`src/rtl/wms_pkg.sv`:
```
package wms_pkg;

  typedef enum logic [1:0] {
    PH_IDLE    = 2'd0,
    PH_STRETCH = 2'd1,
    PH_DELIVER = 2'd2
  } phase_t;

  // Strobes sent from control to the datapath
  typedef struct packed {
    logic latchAddr;  // capture the address this edge
    logic storeWord;  // commit write data this edge
    logic driveRead;  // present the stored word on the read port
  } strobe_t;

endpackage

```
`src/rtl/wms_ctrl.sv`:
```
module wms_ctrl
  import wms_pkg::*;
#(
  parameter int LATENCY = 3
) (
  input  logic    clk,
  input  logic    rstN,
  input  logic    memSel,
  input  logic    readNotWrite,
  output strobe_t strobes,
  output logic    waitOut
);

  localparam int CNT_W = (LATENCY > 1) ? $clog2(LATENCY) + 1 : 1;
  localparam int RUN_W = $clog2(LATENCY + 1) + 1;

  phase_t           phase;
  logic [CNT_W-1:0] waitLeft;
  logic             isReadQ;

  always_ff @(posedge clk or negedge rstN) begin
    if (!rstN) begin
      phase    <= PH_IDLE;
      waitLeft <= '0;
      isReadQ  <= 1'b0;
    end else begin
      unique case (phase)
        PH_IDLE: begin
          if (memSel) begin
            isReadQ <= readNotWrite;
            if (LATENCY <= 1) begin
              phase <= PH_DELIVER;
            end else begin
              phase    <= PH_STRETCH;
              waitLeft <= CNT_W'(LATENCY - 1);
            end
          end
        end
        PH_STRETCH: begin
          if (!memSel) begin
            phase <= PH_IDLE;
          end else if (waitLeft == CNT_W'(1)) begin
            phase <= PH_DELIVER;
          end else begin
            waitLeft <= waitLeft - CNT_W'(1);
          end
        end
        PH_DELIVER: begin
          phase <= PH_IDLE;
        end
        default: phase <= PH_IDLE;
      endcase
    end
  end

  always_comb begin
    strobes.latchAddr = (phase == PH_IDLE) && memSel;
    strobes.storeWord = (phase == PH_DELIVER) && !isReadQ && memSel && !readNotWrite;
    strobes.driveRead = (phase == PH_DELIVER) && isReadQ && memSel && readNotWrite;
    waitOut           = (phase == PH_STRETCH);
  end

  // Length of the current wait run, used by the checks below
  logic [RUN_W-1:0] runLen;
  always_ff @(posedge clk or negedge rstN) begin
    if (!rstN) runLen <= '0;
    else       runLen <= waitOut ? runLen + RUN_W'(1) : '0;
  end

  assert_idle_quiet_R2: assert property (@(posedge clk) disable iff (!rstN)
    (phase == PH_IDLE && !memSel) |=> !waitOut);

  assert_wait_run_R4: assert property (@(posedge clk) disable iff (!rstN)
    runLen <= RUN_W'(LATENCY - 1));

  assert_no_drive_in_wait_R5: assert property (@(posedge clk) disable iff (!rstN)
    waitOut |-> !strobes.driveRead);

  assert_abandon_R8: assert property (@(posedge clk) disable iff (!rstN)
    (phase == PH_STRETCH && !memSel) |=> (phase == PH_IDLE));

  assert_single_data_cycle_R9: assert property (@(posedge clk) disable iff (!rstN)
    (phase == PH_DELIVER) |=> (phase == PH_IDLE));

endmodule

```
`src/rtl/wms_datapath.sv`:
```
module wms_datapath
  import wms_pkg::*;
#(
  parameter int ADDR_W = 4,
  parameter int DATA_W = 8
) (
  input  logic              clk,
  input  logic              rstN,
  input  strobe_t           strobes,
  input  logic [ADDR_W-1:0] addrIn,
  input  logic [DATA_W-1:0] wrData,
  output logic [DATA_W-1:0] rdData,
  output logic              rdDataEn
);

  localparam int DEPTH = 1 << ADDR_W;

  logic [ADDR_W-1:0] addrQ;
  logic [DATA_W-1:0] rows [DEPTH];

  always_ff @(posedge clk or negedge rstN) begin
    if (!rstN)                  addrQ <= '0;
    else if (strobes.latchAddr) addrQ <= addrIn;
  end

  for (genvar i = 0; i < DEPTH; i++) begin : g_row
    logic [DATA_W-1:0] rowQ;
    always_ff @(posedge clk or negedge rstN) begin
      if (!rstN)
        rowQ <= '0;
      else if (strobes.storeWord && addrQ == ADDR_W'(i))
        rowQ <= wrData;
    end
    assign rows[i] = rowQ;
  end

  assign rdData   = strobes.driveRead ? rows[addrQ] : '0;
  assign rdDataEn = strobes.driveRead;

  // Shadow of the last commit, for the write check
  logic              wrSeen;
  logic [ADDR_W-1:0] chkAddr;
  logic [DATA_W-1:0] chkData;
  always_ff @(posedge clk or negedge rstN) begin
    if (!rstN) begin
      wrSeen  <= 1'b0;
      chkAddr <= '0;
      chkData <= '0;
    end else begin
      wrSeen <= strobes.storeWord;
      if (strobes.storeWord) begin
        chkAddr <= addrQ;
        chkData <= wrData;
      end
    end
  end

  assert_addr_hold_R3: assert property (@(posedge clk) disable iff (!rstN)
    !strobes.latchAddr |=> $stable(addrQ));

  assert_read_excl_R6: assert property (@(posedge clk) disable iff (!rstN)
    rdDataEn |-> !strobes.storeWord);

  assert_write_lands_R7: assert property (@(posedge clk) disable iff (!rstN)
    wrSeen |-> (rows[chkAddr] == chkData));

endmodule

```
`src/rtl/wait_mem_slave.sv`:
```
module wait_mem_slave
  import wms_pkg::*;
#(
  parameter int ADDR_W  = 4,
  parameter int DATA_W  = 8,
  parameter int LATENCY = 3
) (
  input  logic              clk,
  input  logic              rstN,
  input  logic              memSel,
  input  logic              readNotWrite,
  input  logic [ADDR_W-1:0] addrIn,
  input  logic [DATA_W-1:0] wrData,
  output logic [DATA_W-1:0] rdData,
  output logic              rdDataEn,
  output logic              waitOut
);

  strobe_t strobes;

  wms_ctrl #(.LATENCY(LATENCY)) u_ctrl (
    .clk          (clk),
    .rstN         (rstN),
    .memSel       (memSel),
    .readNotWrite (readNotWrite),
    .strobes      (strobes),
    .waitOut      (waitOut)
  );

  wms_datapath #(.ADDR_W(ADDR_W), .DATA_W(DATA_W)) u_datapath (
    .clk      (clk),
    .rstN     (rstN),
    .strobes  (strobes),
    .addrIn   (addrIn),
    .wrData   (wrData),
    .rdData   (rdData),
    .rdDataEn (rdDataEn)
  );

endmodule

```
`config.mk`:
```
export PLATFORM = sky130hd
export DESIGN_NAME = wait_mem_slave
export DESIGN_NICKNAME = d
export VERILOG_FILES = /design/src/rtl/wms_pkg.sv /design/src/rtl/wms_ctrl.sv /design/src/rtl/wms_datapath.sv /design/src/rtl/wait_mem_slave.sv
export SDC_FILE = /design/constraint.sdc
export NUM_CORES = 1
export LEC_CHECK = 0
export ABC_CLOCK_PERIOD_IN_PS = 1600
export BUFFER_PORTS_ARGS = -buffer_cell sky130_fd_sc_hd__buf_2
export CORE_MARGIN = 4
export CORE_UTILIZATION = 45
export DETAILED_ROUTE_END_ITERATION = 10
export SLEW_MARGIN = 20
export SYNTH_ARGS = -nofsm -noshare
export SYNTH_HDL_FRONTEND = slang
export SYNTH_SLANG_ARGS = --single-unit
```
`constraint.sdc`:
```
create_clock -name clk -period 1.6 [get_ports clk]
set_input_delay 0.16 -clock clk [delete_from_list [all_inputs] [get_ports clk]]
set_output_delay 0.16 -clock clk [all_outputs]
set_load 0.05 [all_outputs]
```
==> reports/results.md <==
* 0.06 ns — Clk pin slew, worst setup/hold paths
* 20.1% — global routing usage summed across all routing layers
* true — setup repair after global routing missed its margin
* 648 — Placed Cells
* 66.3% — fraction of layout instances using a drive strength above 1
* -0.749 ns — Final Worst Setup Slack
* 21.8 µm — detail-routed net length per standard cell
* -0.67 ns — register-to-register setup slack
* 138 — post-synthesis sequential element count
* 5 — worst-path fanout max
* reg2out — path type of the worst setup path
* 54.1% — top cell type's share of synthesized area
* 43 — number of standard-cell rows in the floorplan
* 54.1% — Seq/Total Area, Yosys
* 0 — maxcap violations
* 3833 — total number of vias
* 8650 µm² — Non-Filler Cell Area, Final
* 100% — share of synthesized registers carrying an async set or reset
* 691 — final standard cell count with taps included and fillers excluded
* 62.3% — core utilization of the finished layout
* 426 MHz — Achievable Freq
* 15.5 µm² — Avg Synthesized Cell Area
* 0.00575 ns — final setup skew
* 0 — number of antenna violations at the first check in global routing
* 429 — nets in the synthesized netlist
* 1025 — number of filler instances in the final layout
* flop — category of the worst setup path launch point
* sky130_fd_sc_hd__buf_4 — Worst path most repeated cell
* sky130_fd_sc_hd__dfrtp_1 54%, sky130_fd_sc_hd__mux2_2 23%, sky130_fd_sc_hd__mux4_2 11% — Area contributors post-synth
* setup timing — failing checks
* 4 — # H-tree levels
* 13900 µm² — core area
* 66.9% — relative max-transition margin
* 0 — number of slew-limit violations in the final report
* 0.768 — placer's final routability congestion estimate
* sky130_fd_sc_hd__dfrtp_4 — library cell contributing the largest single delay on the critical path
* 24.6 mm — wire length of the first global-routing pass
* 3460 µm² — FF/Latch Area
* 4.12 nW — LEAKAGE
* 26 — num ports
* 16200 µm² — overall die area
* 0 — count of nets left with antenna violations after detail routing
* sky130_fd_sc_hd__dfrtp_1 — cell taking the most area after synthesis
* u_datapath.addrQ[1]$_DFFE_PN0P_ — R2R Path Start
* 0.496 ns — actual slew at the worst max-slew pin
* 9.75 mm — post-detail-place hpwl
* 0 — global-route congestion overflow total
* sky130_fd_sc_hd__clkbuf_16 — root buffer cell
* 7340 µm² — instance area after placement
* sky130_fd_sc_hd__dfrtp_1 — ys flop type
* u_datapath.addrQ[1]$_DFFE_PN0P_ — beginning of the critical path
* 15.0 mm — total wire length
* 46.0% — Starting Density
* 30 — unique cell type count in the Yosys netlist
* 25 — number of input and output port buffers inserted
* 0 — post-route DRC violation count
* 0 — warnings from Yosys
* done — clock tree from TritonCTS
* 138 — Clock Sink Count
* -0.582 ns — post-place setup slack
* 137 — number of endpoints failing setup at the final stage
* 17 — total CTS buffers
* 0.189 ns — worst hold slack after final layout
* 127 µm — DIE WIDTH
* 5.55 — via/cell ratio
* 181 — starting DRC count in detailed routing
* 127 µm — DIE HEIGHT
* 35.6% — area added between synthesis and finish
* memSel — hold path startpoint
* 411 — number of instances in the synthesized netlist
* 4 — first-pass iteration count of the detailed router
* 0 — Hold Fails Final Rpt
* 4315 — vias in the first global route
* buf_4, mux4_2, nor2b_4, a211oi_2, buf_4, a211oi_4, buf_6 — crit path cell chain
* 0 — Antenna diodes
* 6380 µm² — Post-Syn Area
* -68.08 ns — sum of negative setup slack
* 0.41 ns — Skew-Pair Late Insertion Delay
* complete, but fails checks — status
* in2reg — worst hold path type
* 52 — pin count of the biggest net entering global routing
* 9.21 mW — Power Total
* output port — endpoint class of the critical path
* 0.741 mV — largest voltage drop on the vdd net
* 0 — Post-synth EDFFs
* 1060 nW/µm² — Power Density
* 1.44 ns — data required time at the worst endpoint
* 518 — total number of nets in the final design
* 0.51 ns — slowest stage delay, CP
* 3440 µm² — area of the multi-input gates
* 2.35 ns — final worst path period need
* 147% — final worst path period share
* 2 — number of buffers on the longest clock path
* 2.19 ns — Critical Path AT
==> final timing paths <==
| check | endpoint | cells past startpoint |
|---|---|---|
| min in group asynchronous | u_ctrl.waitLeft[1]$_DFFE_PN0P_ | 2 |
| max reg2reg | u_datapath.g_row[0].rowQ[0]$_DFFE_PN0P_ | 8 |
| min | u_ctrl.phase[1]$_DFFE_PN0P_ | 4 |
| max in group asynchronous | u_datapath.g_row[12].rowQ[3]$_DFFE_PN0P_ | 3 |
| min reg2reg | u_datapath.g_row[5].rowQ[6]$_DFFE_PN0P_ | 1 |
| max | rdData[2] | 7 |
==> layer usage <==
layer / GRT usage, % / part of all wire, %
met4: 5.43 / 1.1
met2: 31.5 / 49
met3: 4.56 / 2.7
met5: 0 / 0
met1: 28.8 / 48
==> report_power, final <==
part           internal (mW)  switching (mW)  leakage [nW]  total [mW]
Combinational          0.794           0.913          1.94        1.71
Sequential              3.59          0.0925          1.91        3.68
Clock                   2.40            1.43         0.275        3.82
Total                   6.78            2.43          4.12        9.21
==> sequential cells by signal, indices dropped and copies added (netlist names) <==
| name | cells |
|---|---|
| u_ctrl.waitLeft | 3 |
| u_datapath.g_row.rowQ | 128 |
| u_ctrl.phase | 2 |
| u_datapath.addrQ | 4 |
| u_ctrl.isReadQ | 1 |
==> cell usage after synthesis (2+ instances only) <==
cell type,instances
sky130_fd_sc_hd__nor2b_1,13
sky130_fd_sc_hd__inv_1,4
sky130_fd_sc_hd__nand2_2,6
sky130_fd_sc_hd__dfrtp_1,138
sky130_fd_sc_hd__mux2_2,133
sky130_fd_sc_hd__mux2i_1,8
sky130_fd_sc_hd__ha_1,2
sky130_fd_sc_hd__nand2_1,10
sky130_fd_sc_hd__nand3_1,3
sky130_fd_sc_hd__clkbuf_1,15
sky130_fd_sc_hd__mux4_2,32
sky130_fd_sc_hd__nand3_2,2
sky130_fd_sc_hd__buf_2,8
sky130_fd_sc_hd__nor2_1,4
sky130_fd_sc_hd__nand2b_1,3
sky130_fd_sc_hd__a211oi_1,16
==> critical path, delay by kind of cell (launching register included) <==
| family | cells | cell delay (ns) |
|---|---|---|
| flops | 1 | 0.51 |
| buf+inv | 3 | 0.48 |
| mux | 1 | 0.42 |
| compound gates | 2 | 0.22 |
| simple gates | 1 | 0.14 |
==> placed cells by master, fill, tap and decap left out, types with 3 or more instances in the layout <==
| cell | Yosys | layout |
|---|---|---|
| sky130_fd_sc_hd__dlygate4sd3_1 | 0 | 5 |
| sky130_fd_sc_hd__nor2b_4 | 0 | 6 |
| sky130_fd_sc_hd__nand3_4 | 0 | 3 |
| sky130_fd_sc_hd__buf_6 | 1 | 31 |
| sky130_fd_sc_hd__mux2i_1 | 8 | 4 |
| sky130_fd_sc_hd__dfrtp_1 | 138 | 136 |
| sky130_fd_sc_hd__mux2i_4 | 0 | 4 |
| sky130_fd_sc_hd__buf_12 | 0 | 8 |
| sky130_fd_sc_hd__buf_4 | 1 | 33 |
| sky130_fd_sc_hd__buf_8 | 0 | 4 |
| sky130_fd_sc_hd__nand2_8 | 0 | 10 |
| sky130_fd_sc_hd__a211oi_4 | 0 | 12 |
| sky130_fd_sc_hd__clkbuf_16 | 0 | 17 |
| sky130_fd_sc_hd__clkbuf_1 | 15 | 3 |
| sky130_fd_sc_hd__nor2_1 | 4 | 3 |
| sky130_fd_sc_hd__buf_2 | 8 | 14 |
| sky130_fd_sc_hd__mux2_2 | 133 | 95 |
| sky130_fd_sc_hd__nand2_1 | 10 | 4 |
| sky130_fd_sc_hd__mux2_4 | 0 | 38 |
| sky130_fd_sc_hd__clkbuf_8 | 0 | 3 |
| sky130_fd_sc_hd__mux4_2 | 32 | 32 |
| sky130_fd_sc_hd__nor2b_1 | 13 | 5 |
| sky130_fd_sc_hd__a211oi_2 | 0 | 4 |
==> cells by family (layout without fill, tap and decap cells) <==
family | after synthesis | count (layout) | synth area share (%)
multiplexers | 173 | 173 | 36.0
flip-flops | 138 | 138 | 54.1
AND/OR/NAND/NOR | 48 | 48 | 5.02
buffers and inverters | 29 | 129 | 2.04
AO/OA/AOI/OAI | 21 | 21 | 2.43
adder cells (fa/ha/maj) | 2 | 2 | 0.392
==> repair_timing <==
item | CTS | global route
hold buffers | 5 | 0
endpoints found under the hold margin | 51 | 0
resized for setup | 131 | 20
pin swaps | 19 | 9
endpoints found under the setup margin | 137 | 138
buffers inserted | 14 | 2
==> layout make-up <==
class,instances,share of cell area (%)
Clock buffer,23,5.52
Clock inverter,7,1.08
Inverter,4,0.231
Multi-Input combinational cell,244,39.8
Sequential cell,138,40.0
Tap cell,180,2.60
Timing Repair Buffer,95,10.8
(Power assumes the default switching activity.)
